===== src/rtl/seg_load_pkg.sv =====
package seg_load_pkg;
  localparam int unsigned SEL_W  = 16;
  localparam int unsigned ADDR_W = 32;

  typedef enum logic [1:0] {
    FLT_NONE = 2'd0,
    FLT_GP   = 2'd1,
    FLT_NP   = 2'd2,
    FLT_SS   = 2'd3
  } fault_e;

  typedef enum logic [1:0] {
    ATTR_INV  = 2'd0,
    ATTR_PROT = 2'd1,
    ATTR_REAL = 2'd2
  } attr_e;

  localparam logic [ADDR_W-1:0] NULL_TRAP_LO = 32'hC000_0000;
  localparam logic [ADDR_W-1:0] REAL_SPAN    = 32'h0000_FFFF;
  localparam logic [SEL_W-1:0]  IDX_MASK     = 16'hFFF8;
  localparam logic [SEL_W-1:0]  RPL_CLR_MASK = 16'hFFFC;

  // real-mode lower bound: paragraph number shifted plus memory offset
  function automatic logic [ADDR_W-1:0] real_lo(input logic [SEL_W-1:0] s,
                                                input logic [ADDR_W-1:0] mb);
    return {{(ADDR_W-SEL_W-4){1'b0}}, s, 4'b0000} + mb;
  endfunction

  // byte extent from the 20-bit limit and granularity
  function automatic logic [ADDR_W-1:0] byte_limit(input logic [19:0] lim,
                                                   input logic g);
    return g ? {lim, 12'hFFF} : {12'h000, lim};
  endfunction

  // system types that allow no transfer
  function automatic logic sys_blocked(input logic [3:0] t);
    return (t == 4'd0) || (t == 4'd8) || (t == 4'd10) || (t == 4'd13);
  endfunction
endpackage


===== src/rtl/seg_cache.sv =====
module seg_cache
  import seg_load_pkg::*;
#(
  parameter int unsigned NUM_SREG = 6,
  parameter int unsigned IDX_W    = 3
) (
  input  logic              clk,
  input  logic              rst_n,
  input  logic              we,
  input  logic [IDX_W-1:0]  widx,
  input  logic [SEL_W-1:0]  wsel,
  input  attr_e             wattr,
  input  logic              wbig,
  input  logic [ADDR_W-1:0] wlo,
  input  logic              wlo_en,
  input  logic [ADDR_W-1:0] whi,
  input  logic              whi_en,
  input  logic [IDX_W-1:0]  lidx,
  output logic [SEL_W-1:0]  lsel,
  output attr_e             lattr,
  output logic              lbig,
  input  logic [IDX_W-1:0]  qidx,
  output logic [ADDR_W-1:0] qlo,
  output logic [ADDR_W-1:0] qhi,
  output attr_e             qattr,
  output logic              qbig
);
  logic [SEL_W-1:0]  e_sel  [NUM_SREG];
  attr_e             e_attr [NUM_SREG];
  logic              e_big  [NUM_SREG];
  logic [ADDR_W-1:0] e_lo   [NUM_SREG];
  logic [ADDR_W-1:0] e_hi   [NUM_SREG];

  for (genvar i = 0; i < NUM_SREG; i++) begin : g_entry
    logic hit_w;
    assign hit_w = we && (widx == IDX_W'(i));
    always_ff @(posedge clk or negedge rst_n) begin
      if (!rst_n) begin
        e_sel[i]  <= '0;
        e_attr[i] <= ATTR_INV;
        e_big[i]  <= 1'b0;
        e_lo[i]   <= '0;
        e_hi[i]   <= '0;
      end else if (hit_w) begin
        e_sel[i]  <= wsel;
        e_attr[i] <= wattr;
        e_big[i]  <= wbig;
        if (wlo_en) e_lo[i] <= wlo;
        if (whi_en) e_hi[i] <= whi;
      end
    end
  end

  always_comb begin
    lsel = '0; lattr = ATTR_INV; lbig = 1'b0;
    qlo = '0; qhi = '0; qattr = ATTR_INV; qbig = 1'b0;
    for (int i = 0; i < NUM_SREG; i++) begin
      if (lidx == IDX_W'(i)) begin
        lsel = e_sel[i]; lattr = e_attr[i]; lbig = e_big[i];
      end
      if (qidx == IDX_W'(i)) begin
        qlo = e_lo[i]; qhi = e_hi[i]; qattr = e_attr[i]; qbig = e_big[i];
      end
    end
  end

  // a write addresses an existing entry
  a_r10_write_in_range: assert property (@(posedge clk) disable iff (!rst_n)
    we |-> (widx < IDX_W'(NUM_SREG)));
endmodule


===== config.mk =====
export PLATFORM = sky130hd
export DESIGN_NAME = seg_cache
export DESIGN_NICKNAME = d
export VERILOG_FILES = /design/src/rtl/seg_load_pkg.sv /design/src/rtl/seg_cache.sv
export SDC_FILE = /design/constraint.sdc
export NUM_CORES = 1
export LEC_CHECK = 0
export CORE_MARGIN = 10
export CORE_UTILIZATION = 50
export DETAILED_ROUTE_END_ITERATION = 12
export HOLD_SLACK_MARGIN = 0.02
export PLACE_DENSITY = 0.7
export SLEW_MARGIN = 20
export SYNTH_ARGS = -nofsm -noshare
export SYNTH_HDL_FRONTEND = slang
export SYNTH_SLANG_ARGS = --single-unit

===== constraint.sdc =====
create_clock -name clk -period 3.4 [get_ports clk]
set_clock_uncertainty 0.05 [all_clocks]
set_input_delay 0.51 -clock clk [delete_from_list [all_inputs] [get_ports clk]]
set_output_delay 0.51 -clock clk [all_outputs]
set_load 0.02 [all_outputs]

==> results.yml <==
run_status:
  run_status: "finished clean"
cells_and_area:
  final_area_um2: 27300
  fin_nets: 2007
  drive_gt1_frac: 0.313
  regArea_um2: 12500
  syn_to_final_growth_pct: 18.6
  final_common_cell: "dfrtp_1"
  nFillCells: 3628
  fin_cells: 2550
  multi_input_comb_area_um2: 9890
  layout_common_cells: "dfrtp_1 (498), mux2_2 (457), nand2_1 (210)"
place:
  place_congestion: 0.789
  numPlacedInstances: 2455
  hpwl_um: 34700
  port-buffer-count: 182
  dpl_cell_area_um2: 25600
pwr:
  leakage_nw: 12.0
  p_total_mw: 17.0
  peakVddDrop_mv: 0.411
  cellPowerDensity_nw_per_um2: 623
detailed_routing:
  wl_per_cell_um: 22.0
  firstDrtPassIters: 5
  drc_errors: 0
  vias: 14769
  drt_iter0_drc: 851
  ant_nets: 0
  viasPerCell: 5.79
  finalWirelength_um: 56200
floorplan:
  coreArea_um2: 45500
  start_util: 0.506
  dieArea_um2: 55000
  die_w_um: 235
  ios: 183
  num_rows: 78
  die_y_um: 235
timing:
  rsz0062_at_grt: "no"
  worst-slew-pin-transition_ps: 780
  fin_crit_sh: 0.903
  fin_tns_setup_ps: 0
  slew_violations: 0
  finalSetupViolCount: 0
  relSlewSlack: 0.480
  timing_hold_violations_final: 0
  finalCriticalPeriod_ps: 3070
  max_freq_ghz: 0.326
flow_run:
  cap_violations: 0
synth:
  syn_area_um2: 23000
  netlist_instances: 1740
  synth_seq_area_share: 0.542
  synthTopCellsByArea: "dfrtp_1 (54%), mux2_2 (22%), mux2i_1 (7.5%)"
  yosysTopAreaCellShare: 0.542
  syn_area_per_cell_um2: 13.2
  synth_warnings: 0
  syn-num-nets: 1837
  synth_seq_cells: 498
  synth_cell_types: 23
  netlist.top_cell.by_area: "dfrtp_1"
worst_setup_path:
  cp-start-kind: "primary input"
  cp-startpoint: "lidx[1]"
  worstRegToRegCells: 1
  reg2reg_slack_ps: 2510
  worst-path-max-fanout: 19
  r2r-end: "e_big[5]$_DFFE_PN0N_"
  required_ps: 2840
  endpoint: "lsel[11]"
  critPathKind: "in2out"
  r2r-start: "e_big[5]$_DFFE_PN0N_"
  worstPathArrival_ps: 2510
  endpoint_kind: "output pin"
cts:
  cts_buffer_depth: 3
  cts_setup_buffers: 0
  numCtsBuffers: 52
  cts.clk_slew.worst_paths_ps: 60
  cts_root_buf: "clkbuf_16"
  insertion_delay_ps: 580
  cts_num_sinks: 498
  cts_tree: "built"
  h-tree-depth: 2
grt:
  track_usage: 0.204
  grt_pass1_vias: 15472
  grt_pass1_wl_um: 88400
  grt_max_degree: 93
  antenna_found_initial: 6
  grt.overflow.total: 0
min_path:
  min_path_cells: 2
  min_path_type: "reg2reg"
[sequential cells by signal (all words and copies together) (netlist names)]
register and count:
e_lo 192, e_hi 192, e_attr 12, e_big 6
e_sel 96
[where the power goes]
group / total (mW) / switching, mW / internal [mW]
sequential: 7.94 / 0.663 / 7.28
clock: 5.62 / 2.26 / 3.35
combinational: 3.44 / 1.51 / 1.92
total: 17.0 / 4.44 / 12.6
[logic make-up after synthesis]
family,share of synthesized area
AO/OA/AOI/OAI,0.0607
buffers and inverters,0.0289
flip-flops,0.542
multiplexers,0.300
AND/OR/NAND/NOR,0.0681
[synth_stat cells]
library cell,number
dfrtp_1,498
mux2_2,457
nand2_1,210
mux2i_1,172
nand3b_1,85
o21a_1,85
o221ai_1,85
clkbuf_1,46
buf_2,42
buf_4,27
buf_1,8
buf_6,4
mux2_1,4
and4bb_2,3
and3b_1,2
and4b_1,2
nand2_2,2
nand2b_1,2
nand4b_1,2
clkbuf_2,1
nor4b_4,1
o21ai_0,1
o311a_1,1
[stage by stage]
stage | worst slack [ps] | hold WS, ps | util
after floorplan | 1120 | 164 | -
after global placement | 362 | 406 | 0.562
after detailed placement | 365 | 413 | 0.562
after CTS | 357 | 427 | 0.600
after global routing | 266 | 450 | 0.600
final | 331 | 424 | 0.600
[worst min-delay path by stage]
stage | startpoint | end
floorplan | rst_n | e_attr[0]$_DFFE_PN0N_
global placement | e_sel[15]$_DFFE_PN0N_ | e_sel[15]$_DFFE_PN0N_
detailed placement | e_sel[32]$_DFFE_PN0N_ | e_sel[32]$_DFFE_PN0N_
CTS | e_sel[44]$_DFFE_PN0N_ | e_sel[44]$_DFFE_PN0N_
global route | e_sel[0]$_DFFE_PN0N_ | e_sel[0]$_DFFE_PN0N_
finish | e_sel[7]$_DFFE_PN0N_ | e_sel[7]$_DFFE_PN0N_
[area by class of cell]
cell class | instances | share of cell area
Tap cell | 600 | 0.0275
Clock buffer | 79 | 0.0570
Antenna cell | 3 | 0.000275
Multi-Input combinational cell | 1114 | 0.362
Timing Repair Buffer | 244 | 0.0911
Sequential cell | 498 | 0.457
Clock inverter | 12 | 0.00495
[per-layer routing]
layer | track usage | wire length [um]
met5 | 0 | 63
met4 | 0.0543 | 1060
met3 | 0.0392 | 2790
met2 | 0.341 | 27300
met1 | 0.268 | 24900
[what timing repair did]
item,4_1_cts,5_1_grt
endpoints found under the hold margin,82,0
hold buffers,1,0
resized for setup,0,0
[worst max-delay path, cell delays in order]
cell	delay [ps]
clkdlybuf4s50_1	460
buf_4	240
nand2b_1	180
buf_4	180
o221ai_1	260
clkdlybuf4s50_1	680
No activity file was read; power rests on OpenSTA's default activity.
